--- config.mk ---
export PLATFORM = sky130hd
export DESIGN_NAME = spi_frame_buffer
export DESIGN_NICKNAME = d
export VERILOG_FILES = /design/src/rtl/fbc_pkg.sv /design/src/rtl/fbc_spi_shift.sv /design/src/rtl/fbc_buffer.sv /design/src/rtl/fbc_ctrl.sv /design/src/rtl/spi_frame_buffer.sv
export SDC_FILE = /design/constraint.sdc
export NUM_CORES = 1
export LEC_CHECK = 0
export ABC_AREA = 1
export CAP_MARGIN = 20
export CORE_MARGIN = 1.5
export CORE_UTILIZATION = 45
export DETAILED_ROUTE_END_ITERATION = 8
export GPL_ROUTABILITY_DRIVEN = 0
export SLEW_MARGIN = 20
export SYNTH_ARGS = -nofsm -noshare
export SYNTH_HDL_FRONTEND = slang
export SYNTH_SLANG_ARGS = --single-unit
--- constraint.sdc ---
create_clock -name clk -period 8.4 [get_ports clk]
set_clock_uncertainty 0.15 [all_clocks]
set_input_delay 2.52 -clock clk [delete_from_list [all_inputs] [get_ports clk]]
set_output_delay 2.52 -clock clk [all_outputs]
set_load 0.1 [all_outputs]
--- src/rtl/fbc_pkg.sv ---
package fbc_pkg;

    typedef enum logic [3:0] {
        ST_IDLE,
        ST_CMD,
        ST_RD_LEN,
        ST_RD_PAY,
        ST_RD_LQI,
        ST_RD_ED,
        ST_RD_STS,
        ST_RD_OVER,
        ST_WR_LEN,
        ST_WR_PAY,
        ST_DRAIN
    } fbc_state_e;

    typedef struct packed {
        logic [7:0] lqi;
        logic [7:0] ed;
        logic [7:0] status;
    } rx_meta_t;

endpackage

--- src/rtl/fbc_spi_shift.sv ---
module fbc_spi_shift #(
    parameter int SYNC_STAGES = 2,
    parameter int W           = 8
) (
    input  logic         clk,
    input  logic         rst_n,
    input  logic         sclk,
    input  logic         cs_n,
    input  logic         mosi,
    input  logic [W-1:0] tx_first,
    input  logic [W-1:0] tx_next,
    output logic         miso,
    output logic         sel,
    output logic         byte_done,
    output logic [W-1:0] rx_byte
);
    localparam int BW = $clog2(W);

    // bit 2: sclk, bit 1: cs_n, bit 0: mosi
    logic [SYNC_STAGES-1:0][2:0] sync_q;
    logic                        sclk_d, cs_d;
    logic                        sclk_s, cs_s, mosi_s;
    logic                        sel_start, rise, fall;
    logic [BW-1:0]               bit_cnt;
    logic [W-2:0]                rx_sr;
    logic [W-1:0]                tx_sr;

    always_ff @(posedge clk or negedge rst_n) begin
        if (!rst_n) begin
            sync_q <= {SYNC_STAGES{3'b010}};
            sclk_d <= 1'b0;
            cs_d   <= 1'b1;
        end else begin
            sync_q <= {sync_q[SYNC_STAGES-2:0], {sclk, cs_n, mosi}};
            sclk_d <= sclk_s;
            cs_d   <= cs_s;
        end
    end

    assign sclk_s    = sync_q[SYNC_STAGES-1][2];
    assign cs_s      = sync_q[SYNC_STAGES-1][1];
    assign mosi_s    = sync_q[SYNC_STAGES-1][0];
    assign sel       = ~cs_s;
    assign sel_start = cs_d & ~cs_s;
    assign rise      = sel & sclk_s & ~sclk_d;
    assign fall      = sel & ~sclk_s & sclk_d;
    assign miso      = tx_sr[W-1];

    always_ff @(posedge clk or negedge rst_n) begin
        if (!rst_n) begin
            bit_cnt   <= '0;
            rx_sr     <= '0;
            tx_sr     <= '0;
            rx_byte   <= '0;
            byte_done <= 1'b0;
        end else begin
            byte_done <= 1'b0;
            if (!sel) begin
                bit_cnt <= '0;
            end else begin
                if (sel_start) begin
                    tx_sr <= tx_first;
                end else if (fall) begin
                    if (bit_cnt == '0) tx_sr <= tx_next;
                    else               tx_sr <= {tx_sr[W-2:0], 1'b0};
                end
                if (rise) begin
                    rx_sr   <= {rx_sr[W-3:0], mosi_s};
                    bit_cnt <= bit_cnt + 1'b1;
                    if (bit_cnt == BW'(W-1)) begin
                        byte_done <= 1'b1;
                        rx_byte   <= {rx_sr, mosi_s};
                    end
                end
            end
        end
    end

endmodule

--- src/rtl/fbc_buffer.sv ---
module fbc_buffer #(
    parameter int DEPTH = 128,
    parameter int W     = 8,
    parameter int AW    = 7
) (
    input  logic          clk,
    input  logic          wr_en,
    input  logic [AW-1:0] wr_addr,
    input  logic [W-1:0]  wr_data,
    input  logic [AW-1:0] rd_addr,
    output logic [W-1:0]  rd_data
);
    logic [W-1:0] mem [DEPTH];

    always_ff @(posedge clk) begin
        if (wr_en) mem[wr_addr] <= wr_data;
        rd_data <= mem[rd_addr];
    end

endmodule

--- src/rtl/fbc_ctrl.sv ---
module fbc_ctrl
    import fbc_pkg::*;
#(
    parameter int         MAX_LEN = 127,
    parameter int         W       = 8,
    parameter int         AW      = 7,
    parameter logic [7:0] CMD_RD  = 8'hA0,
    parameter logic [7:0] CMD_WR  = 8'hC0
) (
    input  logic          clk,
    input  logic          rst_n,
    input  logic          sel,
    input  logic          byte_done,
    input  logic [W-1:0]  rx_byte,
    input  logic [W-1:0]  mem_rdata,
    input  logic          rcv_len_we,
    input  logic [W-1:0]  rcv_len,
    input  logic          rcv_pay_we,
    input  logic [AW-1:0] rcv_pay_addr,
    input  logic [W-1:0]  rcv_pay_data,
    input  logic          rcv_meta_we,
    input  rx_meta_t      rcv_meta,
    output logic [W-1:0]  tx_next,
    output logic          mem_we,
    output logic [AW-1:0] mem_waddr,
    output logic [W-1:0]  mem_wdata,
    output logic [AW-1:0] mem_raddr,
    output logic          irq,
    output fbc_state_e    st,
    output logic [AW-1:0] addr
);
    fbc_state_e   state_q, state_d;
    logic [AW-1:0] addr_q;
    logic [W-1:0] len_q;
    rx_meta_t     meta_q;
    logic         irq_q;
    logic         viol, spi_we, len_we, addr_clr, addr_inc, rcv_ok;
    logic         last_pay;

    assign last_pay = (W'(addr_q) + W'(1)) == len_q;
    assign rcv_ok   = (state_q == ST_IDLE) && !sel;

    // state register
    always_ff @(posedge clk or negedge rst_n) begin
        if (!rst_n) state_q <= ST_IDLE;
        else        state_q <= state_d;
    end

    // next state and outputs
    always_comb begin
        state_d  = state_q;
        viol     = 1'b0;
        spi_we   = 1'b0;
        len_we   = 1'b0;
        addr_clr = 1'b0;
        addr_inc = 1'b0;
        tx_next  = '0;
        if (!sel) begin
            state_d  = ST_IDLE;
            addr_clr = 1'b1;
        end else begin
            unique case (state_q)
                ST_IDLE: begin
                    state_d  = ST_CMD;
                    addr_clr = 1'b1;
                end
                ST_CMD: if (byte_done) begin
                    if (rx_byte == CMD_RD)      state_d = ST_RD_LEN;
                    else if (rx_byte == CMD_WR) state_d = ST_WR_LEN;
                    else                        state_d = ST_DRAIN;
                end
                ST_RD_LEN: if (byte_done) begin
                    state_d = (len_q == '0) ? ST_RD_LQI : ST_RD_PAY;
                end
                ST_RD_PAY: if (byte_done) begin
                    addr_inc = 1'b1;
                    if (last_pay) state_d = ST_RD_LQI;
                end
                ST_RD_LQI:  if (byte_done) state_d = ST_RD_ED;
                ST_RD_ED:   if (byte_done) state_d = ST_RD_STS;
                ST_RD_STS:  if (byte_done) state_d = ST_RD_OVER;
                ST_RD_OVER: if (byte_done) begin
                    viol    = 1'b1;
                    state_d = ST_DRAIN;
                end
                ST_WR_LEN: if (byte_done) begin
                    if (rx_byte > W'(MAX_LEN)) begin
                        viol    = 1'b1;
                        state_d = ST_DRAIN;
                    end else begin
                        len_we  = 1'b1;
                        state_d = ST_WR_PAY;
                    end
                end
                ST_WR_PAY: if (byte_done) begin
                    if (addr_q == AW'(MAX_LEN)) begin
                        viol    = 1'b1;
                        state_d = ST_DRAIN;
                    end else begin
                        spi_we   = 1'b1;
                        addr_inc = 1'b1;
                    end
                end
                ST_DRAIN: state_d = ST_DRAIN;
                default:  state_d = ST_IDLE;
            endcase

            unique case (state_q)
                ST_RD_LEN: tx_next = len_q;
                ST_RD_PAY: tx_next = mem_rdata;
                ST_RD_LQI: tx_next = meta_q.lqi;
                ST_RD_ED:  tx_next = meta_q.ed;
                ST_RD_STS: tx_next = meta_q.status;
                default:   tx_next = '0;
            endcase
        end
    end

    // datapath registers
    always_ff @(posedge clk or negedge rst_n) begin
        if (!rst_n) begin
            addr_q <= '0;
            len_q  <= '0;
            meta_q <= '0;
            irq_q  <= 1'b0;
        end else begin
            irq_q <= viol;
            if (addr_clr)      addr_q <= '0;
            else if (addr_inc) addr_q <= addr_q + 1'b1;
            if (len_we)                      len_q <= rx_byte;
            else if (rcv_ok && rcv_len_we)   len_q <= rcv_len;
            if (rcv_ok && rcv_meta_we)       meta_q <= rcv_meta;
        end
    end

    // SPI write has priority over the receive-side port
    assign mem_we    = spi_we | (rcv_ok & rcv_pay_we);
    assign mem_waddr = spi_we ? addr_q  : rcv_pay_addr;
    assign mem_wdata = spi_we ? rx_byte : rcv_pay_data;
    assign mem_raddr = addr_q;
    assign irq       = irq_q;
    assign st        = state_q;
    assign addr      = addr_q;

endmodule

--- src/rtl/spi_frame_buffer.sv ---
module spi_frame_buffer
    import fbc_pkg::*;
#(
    parameter int         BUF_DEPTH   = 128,
    parameter int         MAX_LEN     = 127,
    parameter int         SYNC_STAGES = 2,
    parameter logic [7:0] CMD_RD      = 8'hA0,
    parameter logic [7:0] CMD_WR      = 8'hC0
) (
    input  logic                         clk,
    input  logic                         rst_n,
    input  logic                         sclk,
    input  logic                         cs_n,
    input  logic                         mosi,
    output logic                         miso,
    input  logic [7:0]                   phy_status,
    input  logic                         rcv_len_we,
    input  logic [7:0]                   rcv_len,
    input  logic                         rcv_pay_we,
    input  logic [$clog2(BUF_DEPTH)-1:0] rcv_pay_addr,
    input  logic [7:0]                   rcv_pay_data,
    input  logic                         rcv_meta_we,
    input  logic [7:0]                   rcv_lqi,
    input  logic [7:0]                   rcv_ed,
    input  logic [7:0]                   rcv_status,
    output logic                         irq_violation
);
    localparam int W      = 8;
    localparam int ADDR_W = $clog2(BUF_DEPTH);

    logic              sel, byte_done, mem_we;
    logic [W-1:0]      rx_byte, tx_next, mem_wdata, mem_rdata;
    logic [ADDR_W-1:0] mem_waddr, mem_raddr, addr;
    fbc_state_e        st;
    rx_meta_t          rcv_meta;

    assign rcv_meta = '{lqi: rcv_lqi, ed: rcv_ed, status: rcv_status};

    fbc_spi_shift #(.SYNC_STAGES(SYNC_STAGES), .W(W)) u_shift (
        .clk       (clk),
        .rst_n     (rst_n),
        .sclk      (sclk),
        .cs_n      (cs_n),
        .mosi      (mosi),
        .tx_first  (phy_status),
        .tx_next   (tx_next),
        .miso      (miso),
        .sel       (sel),
        .byte_done (byte_done),
        .rx_byte   (rx_byte)
    );

    fbc_ctrl #(
        .MAX_LEN (MAX_LEN),
        .W       (W),
        .AW      (ADDR_W),
        .CMD_RD  (CMD_RD),
        .CMD_WR  (CMD_WR)
    ) u_ctrl (
        .clk          (clk),
        .rst_n        (rst_n),
        .sel          (sel),
        .byte_done    (byte_done),
        .rx_byte      (rx_byte),
        .mem_rdata    (mem_rdata),
        .rcv_len_we   (rcv_len_we),
        .rcv_len      (rcv_len),
        .rcv_pay_we   (rcv_pay_we),
        .rcv_pay_addr (rcv_pay_addr),
        .rcv_pay_data (rcv_pay_data),
        .rcv_meta_we  (rcv_meta_we),
        .rcv_meta     (rcv_meta),
        .tx_next      (tx_next),
        .mem_we       (mem_we),
        .mem_waddr    (mem_waddr),
        .mem_wdata    (mem_wdata),
        .mem_raddr    (mem_raddr),
        .irq          (irq_violation),
        .st           (st),
        .addr         (addr)
    );

    fbc_buffer #(.DEPTH(BUF_DEPTH), .W(W), .AW(ADDR_W)) u_buf (
        .clk     (clk),
        .wr_en   (mem_we),
        .wr_addr (mem_waddr),
        .wr_data (mem_wdata),
        .rd_addr (mem_raddr),
        .rd_data (mem_rdata)
    );

endmodule

==> results.txt, run 1 <==
The clock insertion delay at the later pin of the skew report came out at roughly 0.7 ns. The reported max-cap violation count came out at 0. The fraction of the cycle the final worst path needs is 0.631. The maximum ir drop on the vdd rail came out at 0.172 mV.

The async set-reset flop share out of synthesis came out at 0.0711. The count of flip-flops with a built-in enable after synthesis is between 1,000 and 1,500. The die area is 110,000 µm².

The register-to-register setup slack came out at slightly above 3 ns. The normalized max-slew margin is 0.290. Setup repair after global routing left no endpoint under its margin. The total negative setup slack came out at 0 ns. Yosys printed 0 warnings. After synthesis, the most frequently instantiated cells are 1,622 x nand2_1, 1,024 x edfxtp_1, 528 x inv_1.

The die span in x came out at 331 µm. The overall via count from detail_route is 32,642. The tightest min-delay check is of the flip-flop to flip-flop type.

Clock-pin slew was measured on the worst setup and hold paths at around 0.070 ns. The global routing usage summed across all routing layers came out at 0.232. Final hold analysis gives a worst-case slack of between 0.2 and 0.25 ns. The slowest stage of the critical path is the dfrtp_4 cell. The leakage dissipation is between 20 and 25 nW. The clock sink total came out at approximately 1,100. The number of buffers inserted to repair setup after CTS is 0. The overall routed net length came out at 128 mm. The proportion of netlist area held by the largest area contributor is 0.635. Pin placement for this block handled 65 I/O pins. The cell that appears most often on the critical path is nor2_1. Along the worst path, the maximum fanout reaches 78. After detailed routing, the number of remaining DRC violations is 0. The count of endpoints failing setup in the final report is 0.

The number of different library cells used by synthesis comes to 37. The first-pass GRT wire length came out at ~190 mm. The share of layout cells above drive strength 1 came out at 0.0734. The worst endpoint data arrival time came out at between 5 and 6 ns.

The floorplan has 120 rows. Of all cell types, the one taking the most synthesized area is edfxtp_1. The clock period minus worst slack came out at 5.30 ns.

The worst setup path is launched from a flip-flop. The flow ran to the end, and the final reports show no timing, DRC or antenna violations. Summed over all layers, the global routing overflow is 0. The mapped cell area is 48,400 µm². The power density over cell area is 219 nW/µm². The worst path required time came out at 8.57 ns. nand2_1 is the most common cell in the netlist. The filler cells instantiated in the layout total slightly below 10,000. The mean post-synth cell area is 10.2 µm². The net count of the finished layout came out at 4,795.

TritonCTS built the clock tree. Once detail routing completed, the nets flagged for antenna violations numbered 0. The antenna diode count is 0.

The signed area change from the synthesized netlist to the final layout is 11.7%. The starting density of the core is 0.453. The maximum number of buffers from clock root to sink came out at 3. The via count of the first global-routing pass came out at 31,060. The post-synthesis register bit count is between 1,000 and 1,500. The sum of net half-perimeters after detailed placement came out at about 72 mm. The overall power after layout came out at about 12 mW. The per-cell via count in the routed design is 5.24. The number of levels in the clock H-tree came out at 3. The post-cts repair resize count came out at 0. The worst setup path is captured at a flip-flop. The signal on the critical path passes through ha_1, nand3_1, nor2_1, a21oi_2, nand2_2, nand2_1, o21ai_4, nand4_2, nor2_1.

The initial antenna violation count is 0. The synthesized netlist cell count came out at ~4,800. The clock root buffer master is clkbuf_16. The dominant synthesized flop cell is edfxtp_1.

By area the synthesized netlist is led by edfxtp_1 63%, nand2_1 13%, nand3_1 5.0%. The total count of max-transition violations in the final report came to 0. The worst setup path is of the flip-flop to flip-flop kind.

During placement, the flow inserted port buffers numbering 64. At the pin with the least slew margin, the transition time is 1.06 ns. The filler-free cell count of the finished design is around 6,200. In the final routed layout, each cell accounts on average for 20.5 µm. The total area inside the core boundary comes to 107,000 µm². The pin count of the biggest net entering global routing came out at 234. The number of DRC markers in iteration 0 is 3,889. The final-report hold violation count is 0. The achievable clock frequency came out at 189 MHz. The end-of-flow core utilization came out at 0.506. The cell count after placement came out at 6,017. In this design, the stage delay of the slowest critical-path cell is 0.96 ns. The chip height is 331 µm. The portion of the post-synthesis area used by sequential elements is 0.679. The number of buffers added by the clock tree synthesis step came out at 112. In this run, post-CTS hold repair placed 0 buffers. When the netlist entered floorplanning its net count stood at 4,825. For this run, the detailed router's first-pass iteration total came to 8.
==> layout make-up <==
class	instances	area, µm²	area share
flip-flops and latches	1111	32900	0.608
multi-input cells	2865	12600	0.234
well taps	1403	1760	0.0324
clock inverters	82	863	0.0160
clock buffers	130	2890	0.0534
repair buffers	99	1020	0.0188
inverters	539	2040	0.0378
==> metal layers <==
metal  part of all wire  vias up  global-route usage  wire, µm
li1                   -    15602                   -         -
met1               0.44    15523               0.330     56000
met2               0.46     1287               0.367     58500
met3              0.076      230              0.0349      9680
met4              0.029        0              0.0755      3700
met5                  0        -                   0         0
==> metrics by stage <==
step / worst slack, ns / cell area [µm²]
4_1_cts: 2.99 / 54100
5_1_grt: 2.76 / 54100
6_report: 3.10 / 54100
2_1_floorplan: 0.633 / 48400
3_3_place_gp: 2.51 / 50400
3_5_place_dp: 2.42 / 50400
==> kinds of logic (layout without fill, tap and decap cells) <==
logic type                 count (synthesis)  count (layout)  share of synthesized area
and+or+nand+nor                         2554            2554                      0.218
DFF                                     1111            1111                      0.679
buffers and inverters                    782             850                     0.0620
AOI/OAI and AO/OA                        285             285                     0.0346
muxes                                     22              22                    0.00511
adders and majority gates                  4               4                    0.00103
==> report_power, final <==
group | switching (mW) | total (mW) | internal, mW | leakage (nW)
combinational | 0.362 | 0.524 | 0.162 | 9.45
clock | 2.17 | 5.09 | 2.91 | 1.80
sequential | 0.0687 | 6.22 | 6.15 | 10.2
total | 2.60 | 11.8 | 9.23 | 21.5
==> placed cells by master, fill, tap and decap left out, types with 4 or more instances in the layout <==
cell type,n
clkinvlp_4,12
nor2_1,312
ha_1,4
dfxtp_1,8
nand4_4,4
o211ai_1,76
clkbuf_1,17
nor3_1,35
or2_2,80
nand4_2,4
o21ai_0,143
nand2_1,1621
o21ai_4,11
clkinv_4,8
clkinv_8,4
buf_4,26
clkinv_2,14
edfxtp_1,1024
inv_6,7
mux2_2,22
clkbuf_16,113
dfrtp_1,72
buf_12,9
nand2_2,4
bufinv_16,14
clkinv_1,27
nand4_1,10
a21oi_1,44
inv_1,526
inv_2,5
nand3_1,482
clkdlybuf4s50_1,63
==> final timing paths <==
path	start	cells after the start	endpoint
worst max-delay path	u_ctrl.addr[0]	9	u_buf.mem[14][3]
worst min-delay path	u_shift.sync_q[1]	0	u_shift.cs_s
worst max register to register	u_ctrl.addr[0]	9	u_buf.mem[14][3]
worst min register to register	u_shift.sync_q[1]	0	u_shift.cs_s
max in group asynchronous	rst_n	1	u_ctrl.addr[2]
min in group asynchronous	rst_n	1	u_shift.sync_q[2]
==> state kept, by name (all words and copies together), names as in the netlist, 3 cells and up <==
register	count
u_buf.mem	1024
u_buf.rd_data	8
u_ctrl.addr	7
u_ctrl.len_q	8
u_ctrl.meta_q	24
u_ctrl.st	4
u_shift.bit_cnt	3
u_shift.rx_byte	8
u_shift.rx_sr	7
u_shift.sync_q	3
u_shift.tx_sr	8
==> worst max-delay path, delay by kind of cell, from the launching register on <==
kind                     cells  cell delay [ns]
AO/OA/AOI/OAI                2             0.32
adder cells (fa/ha/maj)      1             0.31
flip-flops                   1             0.96
AND/OR/NAND/NOR              6             3.14
No activity file was read; power rests on OpenSTA's default activity.
==> run 2, diff against run 1 <==
clock period = 5.5 ns   (was 8.4 ns; I/O delays follow)
==> results.txt, run 2 (synthesis results as in run 1) <==
The flow ran to the end, and the final reports show no timing, DRC or antenna violations. The total count of max-transition violations in the final report is 0 (unchanged). The maximum ir drop on the vdd rail was 0.247 mV (+44%). The critical-path maximum fanout is 23 (-71%). The number of DRC markers in iteration 0 came out at 3,279 (-16%). The die area is 110,000 µm² (unchanged). The remaining global-route overflow came to 0 (unchanged). The count of input and output buffers came out at 64 (unchanged). The number of detailed-routing iterations run before antenna repair came out at 6 (-2). The number of levels in the clock H-tree came out at 3 (unchanged). The final routed DRC violation total came out at 0 (unchanged).

The overall power after layout is 17.9 mW (+51%). The normalized max-slew margin was 0.295 (+0.00511). The cell depth of the worst flop-to-flop path came out at 9 (unchanged). The fraction of the cycle the final worst path needs came to 0.808 (+0.177). The reported max-cap violation count came to 0 (unchanged). The average wire per standard cell is 20.5 µm (about the same).

The starting density of the core came to 0.453 (unchanged). The first-pass GRT wire length came out at 193 mm (+0.92%). The worst hold slack is 0.197 ns (-0.0175 ns).

The count of endpoints failing setup in the final report is 0 (unchanged). From synthesis to final layout, the design area changed by 11.9%. The top-level port count came out at 65 (unchanged). The per-cell via count in the routed design came to 5.25 (+0.21%).

The worst hold path stage count came out at 0 (unchanged). The sum of net half-perimeters after detailed placement came out at 74.3 mm (+3.5%). The clock period minus worst slack came to 4.44 ns (-0.855 ns). The path class of the tightest hold or removal check is flip-flop to flip-flop. The die span in x is 331 µm (unchanged). The overall via count from detail_route is 32,810 (+0.51%). The final-report hold violation count is 0 (unchanged).

The pin count of the biggest net entering global routing is 186 (-21%). Counting flops per register, the top entry is u_buf.mem. STA classifies the critical path startpoint as a flip-flop. The via count of the first global-routing pass is 31,459 (+1.3%). The largest registers in the layout are u_buf.mem (1024), u_ctrl.meta_q (24).

The hold-fix buffer count after cts is 0 (unchanged). The antenna diode count came out at 0 (unchanged). The share of layout cells above drive strength 1 is 0.0747 (+0.00136). The flip-flop count of the largest register, all copies and words added came out at 1,024 (unchanged). Clock tree synthesis selected as its root buffer the cell clkbuf_16. TritonCTS built the clock tree. The floorplan row count was 120 (unchanged).

The number of buffers inserted to repair setup after CTS is 0 (unchanged). The post-cts repair resize count came out at 0 (unchanged). The maximum number of buffers from clock root to sink came out at 3 (unchanged). The measured slew at the worst slew-check pin is 1.06 ns (-0.00514 ns). The achievable clock frequency is 225 MHz (+19%). The number of routed nets with antenna violations was 0 (unchanged). The power density over cell area came out at 329 nW/µm² (+51%). The total negative setup slack is 0 ns (unchanged). The global routing usage summed across all routing layers came out at 0.234 (+0.00184). The net count of the finished layout came out at 4,815 (+0.42%). The number of buffers added by the clock tree synthesis step came to 114 (+1.8%). The register clock-pin slew on the reported worst setup and hold paths came out at 0.06 ns (about the same). The library cell used most frequently in the layout, excluding fill and tap cells, is nand2_1. The worst endpoint data arrival time is 4.63 ns (-0.84 ns). The worst path required time came out at 5.69 ns (-2.88 ns). The leakage dissipation is 21.6 nW (+0.44%). The initial antenna violation count is 0 (unchanged). The overall routed net length came out at 128 mm (+0.34%). The chip height is 331 µm (unchanged). The clock sink total is 1,111 (unchanged).

The type of destination of the critical path is a flip-flop. The top cell types in the final layout, fill and taps aside, are 1,621 x nand2_1, 1,024 x edfxtp_1, 526 x inv_1, 482 x nand3_1, 312 x nor2_1. Setup repair after global routing left no endpoint under its margin. The category of the most critical setup path is flip-flop to flip-flop.

The clock insertion delay at the later pin of the skew report is 0.72 ns (about the same). The area of the core region came out at 107,000 µm² (unchanged).
[run 2: per-stage QoR]
| step | cells | cell area, µm² | utilization | setup WS (ns) |
|---|---|---|---|---|
| finish | 6248 | 54200 | 0.507 | 1.06 |
| global route | 6248 | 54200 | 0.507 | 0.709 |
| CTS | 6247 | 54200 | 0.507 | 1.07 |
| detailed placement | 6034 | 50500 | 0.473 | 0.620 |
| floorplan | 4758 | 48400 | - | -0.104 |
| global placement | 6034 | 50500 | 0.473 | 0.688 |
[run 2: critical path, cell delays in order, from the launching register on]
cell and delay, ns:
dfrtp_4 0.62, ha_1 0.25, nand3_1 0.16, nor2_1 0.19
a21oi_2 0.09, nand2_2 0.45, o21ai_1 0.18, nor2_1 0.73
nand2_1 0.54, nor2_1 0.69
[run 2: path summary, 6_finish.rpt]
kind / end / start / slack [ns]
worst max-delay path: u_buf.mem[64][6] / u_ctrl.addr[1] / 1.06
worst min-delay path: u_shift.sclk_s / u_shift.sync_q[2] / 0.20
worst max register to register: u_buf.mem[64][6] / u_ctrl.addr[1] / 1.06
worst min register to register: u_shift.sclk_s / u_shift.sync_q[2] / 0.20
max in group asynchronous: u_ctrl.addr[2] / rst_n / 3.82
min in group asynchronous: u_shift.sclk_d / rst_n / 0.85
[run 2: area by class of cell]
type	count	area (µm²)
Sequential cell	1111	32900
Clock buffer	142	2980
Tap cell	1403	1760
Timing Repair Buffer	117	1230
Inverter	539	2040
Multi-Input combinational cell	2865	12600
Clock inverter	71	674
Fill cell	9646	52700
[run 2: layer usage]
layer  up-vias  wire length, µm  GRT usage
met3       210             8500     0.0314
met5         -                0          0
met1     15802            56300      0.328
met2      1155            60100      0.381
li1      15643                -          -
met4         0             3340     0.0703
[run 2: power breakdown]
part | switching, mW | internal (mW) | leakage [nW]
sequential | 0.107 | 9.39 | 10.2
clock | 3.24 | 4.31 | 1.77
combinational | 0.556 | 0.255 | 9.57
total | 3.90 | 14.0 | 21.6
